--- config.mk ---
export PLATFORM = sky130hd
export DESIGN_NAME = hdr_radiance_merge
export DESIGN_NICKNAME = d
export VERILOG_FILES = /design/src/rtl/hdr_merge_pkg.sv /design/src/rtl/hdr_lograd_lane.sv /design/src/rtl/hdr_seq_div.sv /design/src/rtl/hdr_exp2.sv /design/src/rtl/hdr_radiance_merge.sv
export SDC_FILE = /design/constraint.sdc
export NUM_CORES = 1
export LEC_CHECK = 0
export ABC_AREA = 1
export BUFFER_PORTS_ARGS = -buffer_cell sky130_fd_sc_hd__buf_2
export CAP_MARGIN = 20
export CORE_ASPECT_RATIO = 1.1
export CORE_MARGIN = 1.5
export CORE_UTILIZATION = 50
export DETAILED_ROUTE_END_ITERATION = 16
export PLACE_DENSITY = 0.66
export SYNTH_ARGS = -nofsm -noshare
export SYNTH_HDL_FRONTEND = slang
export SYNTH_SLANG_ARGS = --single-unit
--- constraint.sdc ---
create_clock -name clk_i -period 11.3 [get_ports clk_i]
set_clock_uncertainty 0.1 [all_clocks]
set_input_delay 1.13 -clock clk_i [delete_from_list [all_inputs] [get_ports clk_i]]
set_output_delay 1.13 -clock clk_i [all_outputs]
set_load 0.02 [all_outputs]
--- src/rtl/hdr_merge_pkg.sv ---
package hdr_merge_pkg;
  localparam int PIX_W  = 8;
  localparam int FRAC_W = 8;
  localparam int TIME_W = 12;
  localparam int LOG_W  = 14;
  localparam int WGT_W  = PIX_W - 1;
  localparam int WSUM_W = WGT_W + 2;
  localparam int ACC_W  = LOG_W + WGT_W + 3;
  localparam int OUT_W  = 16;
  localparam int N_EXP  = 3;
  localparam int KNEE   = 192;

  // log2 exposure, FRAC_W fraction bits; steeper segment above the knee
  function automatic logic [LOG_W-2:0] cam_curve(input logic [PIX_W-1:0] p);
    if (p < PIX_W'(KNEE)) return (LOG_W-1)'({p, 3'b000});
    return (LOG_W-1)'(KNEE * 8) + (LOG_W-1)'({p - PIX_W'(KNEE), 4'b0000});
  endfunction

  function automatic logic [WGT_W-1:0] hat_wgt(input logic [PIX_W-1:0] p);
    return p[PIX_W-1] ? ~p[WGT_W-1:0] : p[WGT_W-1:0];
  endfunction
endpackage

--- src/rtl/hdr_lograd_lane.sv ---
module hdr_lograd_lane
  import hdr_merge_pkg::*;
(
  input  logic [PIX_W-1:0]         pix_i,
  input  logic signed [TIME_W-1:0] ltime_i,
  output logic signed [LOG_W-1:0]  lrad_o,
  output logic [WGT_W-1:0]         wgt_o,
  output logic signed [ACC_W-1:0]  prod_o
);
  logic [LOG_W-2:0] g_val;

  assign g_val  = cam_curve(pix_i);
  assign wgt_o  = hat_wgt(pix_i);
  assign lrad_o = $signed({1'b0, g_val}) - LOG_W'(ltime_i);
  assign prod_o = ACC_W'(lrad_o) * ACC_W'($signed({1'b0, wgt_o}));
endmodule

--- src/rtl/hdr_seq_div.sv ---
module hdr_seq_div #(
  parameter int NUM_W = 24,
  parameter int DEN_W = 9,
  parameter int Q_W   = 14
) (
  input  logic                    clk_i,
  input  logic                    rst_ni,
  input  logic                    start_i,
  input  logic signed [NUM_W-1:0] num_i,
  input  logic [DEN_W-1:0]        den_i,
  output logic                    busy_o,
  output logic                    done_o,
  output logic signed [Q_W-1:0]   quo_o
);
  localparam int CNT_W = $clog2(NUM_W);

  logic [CNT_W-1:0] cnt;
  logic             neg;
  logic [NUM_W-1:0] quo;
  logic [DEN_W-1:0] rem, den;
  logic [DEN_W:0]   rem_sh;
  logic             fits;
  logic [NUM_W-1:0] mag;

  assign mag    = num_i[NUM_W-1] ? NUM_W'(-num_i) : NUM_W'(num_i);
  assign rem_sh = {rem, quo[NUM_W-1]};
  assign fits   = rem_sh >= {1'b0, den};

  always_ff @(posedge clk_i or negedge rst_ni) begin
    if (!rst_ni) begin
      busy_o <= 1'b0;
      done_o <= 1'b0;
      cnt    <= '0;
      neg    <= 1'b0;
      quo    <= '0;
      rem    <= '0;
      den    <= '0;
    end else if (start_i && !busy_o) begin
      busy_o <= 1'b1;
      done_o <= 1'b0;
      cnt    <= '0;
      neg    <= num_i[NUM_W-1];
      quo    <= mag;
      rem    <= '0;
      den    <= den_i;
    end else if (busy_o) begin
      rem <= fits ? DEN_W'(rem_sh - {1'b0, den}) : rem_sh[DEN_W-1:0];
      quo <= {quo[NUM_W-2:0], fits};
      cnt <= cnt + 1'b1;
      if (cnt == CNT_W'(NUM_W - 1)) begin
        busy_o <= 1'b0;
        done_o <= 1'b1;
      end
    end else begin
      done_o <= 1'b0;
    end
  end

  assign quo_o = neg ? -$signed(quo[Q_W-1:0]) : $signed(quo[Q_W-1:0]);


  rem_bound_chk: assert property (@(posedge clk_i) disable iff (!rst_ni)
    busy_o |-> rem < den);

  done_idle_chk: assert property (@(posedge clk_i) disable iff (!rst_ni)
    done_o |-> !busy_o);
endmodule

--- src/rtl/hdr_exp2.sv ---
module hdr_exp2 #(
  parameter int LOG_W  = 14,
  parameter int FRAC_W = 8,
  parameter int OUT_W  = 16
) (
  input  logic                    clk_i,
  input  logic                    rst_ni,
  input  logic                    v_i,
  input  logic signed [LOG_W-1:0] l_i,
  output logic                    v_o,
  output logic [OUT_W-1:0]        y_o
);
  localparam int INT_W = LOG_W - FRAC_W;
  localparam int EXT_W = FRAC_W + 1 + OUT_W;

  logic signed [INT_W-1:0] n_int;
  logic [FRAC_W:0]         mant;
  logic [EXT_W-1:0]        big;
  logic [OUT_W-1:0]        y_nx;
  int                      nsh;

  assign n_int = INT_W'(l_i >>> FRAC_W);
  assign mant  = {1'b1, l_i[FRAC_W-1:0]};

  always_comb begin
    nsh  = int'(n_int);
    big  = '0;
    y_nx = '1;
    if (nsh < OUT_W) begin
      if (nsh >= 0) big = (EXT_W'(mant) << nsh) >> FRAC_W;
      else          big = EXT_W'(mant) >> (FRAC_W - nsh);
      y_nx = (|big[EXT_W-1:OUT_W]) ? '1 : big[OUT_W-1:0];
    end
  end

  always_ff @(posedge clk_i or negedge rst_ni) begin
    if (!rst_ni) begin
      v_o <= 1'b0;
      y_o <= '0;
    end else begin
      v_o <= v_i;
      if (v_i) y_o <= y_nx;
    end
  end


  nonneg_nonzero_chk: assert property (@(posedge clk_i) disable iff (!rst_ni)
    (v_i && !l_i[LOG_W-1]) |=> y_o != '0);
endmodule

--- src/rtl/hdr_radiance_merge.sv ---
module hdr_radiance_merge
  import hdr_merge_pkg::*;
(
  input  logic              clk_i,
  input  logic              rst_ni,
  input  logic              cfg_we_i,
  input  logic [1:0]        cfg_sel_i,
  input  logic [TIME_W-1:0] cfg_data_i,
  input  logic              in_valid_i,
  input  logic [PIX_W-1:0]  px_short_i,
  input  logic [PIX_W-1:0]  px_mid_i,
  input  logic [PIX_W-1:0]  px_long_i,
  output logic              ready_o,
  output logic              out_valid_o,
  output logic [OUT_W-1:0]  out_rad_o
);
  logic signed [TIME_W-1:0] ltime [N_EXP];
  logic [PIX_W-1:0]         pix   [N_EXP];
  logic signed [LOG_W-1:0]  lrad  [N_EXP];
  logic [WGT_W-1:0]         wgt   [N_EXP];
  logic signed [ACC_W-1:0]  prod  [N_EXP];

  logic signed [ACC_W-1:0]  acc, num;
  logic [WSUM_W-1:0]        wsum, den;
  logic                     accept, div_busy, div_done;
  logic signed [LOG_W-1:0]  merged;

  assign pix[0] = px_short_i;
  assign pix[1] = px_mid_i;
  assign pix[2] = px_long_i;

  always_ff @(posedge clk_i or negedge rst_ni) begin
    if (!rst_ni) begin
      for (int k = 0; k < N_EXP; k++) ltime[k] <= '0;
    end else if (cfg_we_i && cfg_sel_i < 2'(N_EXP)) begin
      ltime[cfg_sel_i] <= cfg_data_i;
    end
  end

  for (genvar k = 0; k < N_EXP; k++) begin : g_lane
    hdr_lograd_lane u_lane (
      .pix_i  (pix[k]),
      .ltime_i(ltime[k]),
      .lrad_o (lrad[k]),
      .wgt_o  (wgt[k]),
      .prod_o (prod[k])
    );
  end

  assign acc  = prod[0] + prod[1] + prod[2];
  assign wsum = WSUM_W'(wgt[0]) + WSUM_W'(wgt[1]) + WSUM_W'(wgt[2]);
  // zero total weight: pass medium exposure through the divider as x/1
  assign num  = (wsum == '0) ? ACC_W'(lrad[1]) : acc;
  assign den  = (wsum == '0) ? WSUM_W'(1) : wsum;

  assign ready_o = !div_busy;
  assign accept  = in_valid_i && ready_o;

  hdr_seq_div #(.NUM_W(ACC_W), .DEN_W(WSUM_W), .Q_W(LOG_W)) u_div (
    .clk_i  (clk_i),
    .rst_ni (rst_ni),
    .start_i(accept),
    .num_i  (num),
    .den_i  (den),
    .busy_o (div_busy),
    .done_o (div_done),
    .quo_o  (merged)
  );

  hdr_exp2 #(.LOG_W(LOG_W), .FRAC_W(FRAC_W), .OUT_W(OUT_W)) u_exp (
    .clk_i (clk_i),
    .rst_ni(rst_ni),
    .v_i   (div_done),
    .l_i   (merged),
    .v_o   (out_valid_o),
    .y_o   (out_rad_o)
  );


  accept_busy_chk: assert property (@(posedge clk_i) disable iff (!rst_ni)
    accept |=> !ready_o);

  pulse_len_chk: assert property (@(posedge clk_i) disable iff (!rst_ni)
    out_valid_o |=> !out_valid_o);
endmodule

==> metrics.md <==
| Metric | Value |
|---|---|
| Status | `finished clean` |
| Die H | `222 microns` |
| Yosys cell types | `55` |
| Simple-gate share of the synthesized area | `0.234` |
| Max Fclk | `0.0954 GHz` |
| H-tree depth | `3` |
| Most frequent cell after synthesis | `inv_1` |
| Mean post-synth cell area | `7.09 sq um` |
| Hold endpoint | `u_div.quo[22]` |
| # rows | `80` |
| Port buffer count | `59` |
| Synth Instances | `3085` |
| Reg2Reg Capture Point | `u_div.quo[22]` |
| Post-synth top cells | `inv_1, nand2_1, nor2_1` |
| Final Hold Viols | `0` |
| Hold slack | `0.383 ns` |
| Synth top area share | `0.238` |
| Metal2 WL | `30.9 mm` |
| Data arrival, critical path | `10.64 ns` |
| Top_reg_cell synth | `dfrtp_1` |
| Critical-path top delay cell | `fa_1` |
| Adder-cell share of the synthesized area | `0.365` |
| Asr flop ratio synth | `1.00` |
| Crit Path Class | `input pin to flop` |
| Post-synthesis mux area share | `0` |
| Critical path peak fanout | `24` |
| RePlAce Congestion | `0.962` |
| Number of diodes | `0` |
| Num Clock Sinks | `103` |
| First DRT Iteration DRCs | `1175` |
| CP Capture Type | `flop` |
| Via/cell ratio | `5.29` |
| Initial Util | `0.506` |
| Met1 WL | `25.9 mm` |
| Clk pin slew, worst setup/hold paths | `0.08 ns` |
| WL met3 | `2.00 mm` |
| Gr usage total | `0.280` |
| CTS tree | `built` |
| Tightest Hold Check Type | `flop to flop` |
| Core Area | `43200 sq um` |
| Via count | `19600` |
| Reg2reg start | `ltime[28]` |
| WL final | `61.3 mm` |
| Worst path most repeated cell | `nand2_1` |
| Root Driver | `clkbuf_16` |
| Cell Area, Synth | `21900 sq um` |
| Drt first pass iters | `6` |
| Area growth syn-to-layout | `5.88%` |
| Mean routed wirelength per cell | `16.6 microns` |
| Total grt overflow | `0` |
| Clock Latency Late Sink | `0.37 ns` |
| Final #Nets | `3644` |
| R2R setup slack | `2.09 ns` |
| Syn nets | `3610` |
| XOR/XNOR share of the synthesized area | `0.0511` |
| CTS buffer count | `9` |
| Top routing layer used | `met4` |
| # hold bufs at CTS | `0` |
| Synth area leaders | `fa_1, ha_1, dfrtp_1` |
| Largest net degree at the start of global routing | `56` |
| Layout cells sized above 1 | `0.0519` |
| # setup viols final | `0` |
| DP Wirelength | `52.6 mm` |
| Number of flops mapped to enable cells by yosys | `0` |
| Initial antenna violation count | `0` |
| Hold Path Origin | `u_div.quo[22]` |
| Vias in the first global route | `19700` |
| Yosys Warn Count | `0` |
| Slew Viols, Final | `0` |
| Postcts setup bufs | `0` |
| Largest family of logic cells by synthesized area | `adder cells` |
| Min Tclk post-route | `10.48 ns` |
| Cell accounting for the most synthesized area | `fa_1` |
| Fin crit share | `0.928` |
| Ports | `60` |
| Layout Cells excl Fill | `3698` |
| DIE WIDTH | `202 microns` |
| Startpoint types | `input pin` |
| Sequential area share after synthesis | `0.118` |
| DRC viols | `0` |
| Detail Route Antenna Nets | `0` |
| Worst r2r path cells | `45` |
| Compound-Gate Fraction of Synth Area | `0.105` |
| Longest Clk Path Bufs | `2` |
| Max_cap viols | `0` |
| Measured slew at the worst slew-check pin | `0.989 ns` |
| Register bit total from synthesis | `103` |
| Slew margin rel. | `0.337` |
| Hold Path Depth | `2` |
| Req. time, crit path | `11.46 ns` |
| Cells after DPL | `3682` |
| Filler instances | `4417` |
| Die area | `45000 sq um` |
| Slowest stage delay, CP | `0.57 ns` |
| Global-route wire length before repair | `101 mm` |
state kept, by name, indices dropped and copies added (netlist names):
register	flops
u_exp.y_o	16
u_div.done_o	1
u_div.den	9
u_div.rem	9
u_div.cnt	5
u_div.quo	24
u_div.neg	1
u_div.busy_o	1
u_exp.v_o	1
ltime	36
cell type report:
class / count / area (sq um) / share of cell area
Tap cell: 574 / 718 / 0.0310
Clock inverter: 7 / 65.1 / 0.00281
Sequential cell: 103 / 2580 / 0.111
Timing Repair Buffer: 81 / 463 / 0.0200
Multi-Input combinational cell: 2250 / 16600 / 0.716
Inverter: 674 / 2530 / 0.109
Clock buffer: 9 / 225 / 0.00972
through the flow:
| stage | setup slack (ns) | area [sq um] | util | setup TNS [ns] |
|---|---|---|---|---|
| 6_report | 0.816 | 23200 | 0.536 | 0 |
| 5_1_grt | -0.00517 | 23200 | 0.536 | -0.00517 |
| 4_1_cts | 0.767 | 23200 | 0.535 | 0 |
| 3_5_place_dp | 0.394 | 22900 | 0.529 | 0 |
| 3_3_place_gp | 0.442 | 22900 | 0.529 | 0 |
| 2_1_floorplan | 2.02 | 21900 | - | 0 |
critical path, delay by kind of cell:
family / cells / cell delay (ns)
XOR/XNOR: 2 / 0.71
buffers and inverters: 9 / 1.04
adder cells (fa/ha/maj): 9 / 4.00
AND/OR/NAND/NOR: 21 / 2.24
AO/OA/AOI/OAI: 8 / 1.50
worst max path at each step:
stage | startpoint | end | cells after the start
2_1_floorplan | px_short_i[6] | u_div.quo[22] | 55
6_report | px_short_i[7] | u_div.quo[22] | 49
4_1_cts | px_short_i[7] | u_div.quo[11] | 52
5_1_grt | px_short_i[7] | u_div.quo[21] | 54
3_3_place_gp | px_short_i[7] | u_div.quo[22] | 54
3_5_place_dp | px_short_i[7] | u_div.quo[21] | 54
timing repair:
action                                  CTS  global route
endpoints found under the hold margin     0             0
endpoints found under the setup margin    0            20
resized for setup                         0             4
routing by layer:
layer  up-vias  global-route usage
met5         -                   0
met4         0               0.106
met3       110              0.0144
met2       489               0.507
met1      9395               0.350
li1       9580                   -
cells by family (layout without fill, tap and decap cells):
logic type	Yosys count	after routing
xor+xnor	126	126
flops	103	103
fa+ha+maj	483	483
simple gates	1235	1235
compound gates	406	406
buf+inv	732	771
placed cells by master, fill, tap and decap left out, drive strengths merged, types with 8 or more instances in the layout:
cell type / synthesis / final
o21bai: 14 / 14
nand3: 116 / 116
clkbuf: 48 / 9
nor2: 374 / 374
inv: 671 / 673
nand4: 33 / 33
ha: 223 / 223
fa: 260 / 260
nand3b: 14 / 14
dfrtp: 103 / 103
nand2: 652 / 652
buf: 10 / 81
a21oi: 155 / 155
o21ai: 170 / 170
a21o: 9 / 9
xor2: 63 / 63
a22oi: 16 / 16
or2: 19 / 19
nor3: 20 / 20
o211ai: 8 / 8
xnor2: 63 / 63
Power is not shown: default switching activity piles up to over one toggle a cycle in this logic, so the estimate is an artifact.
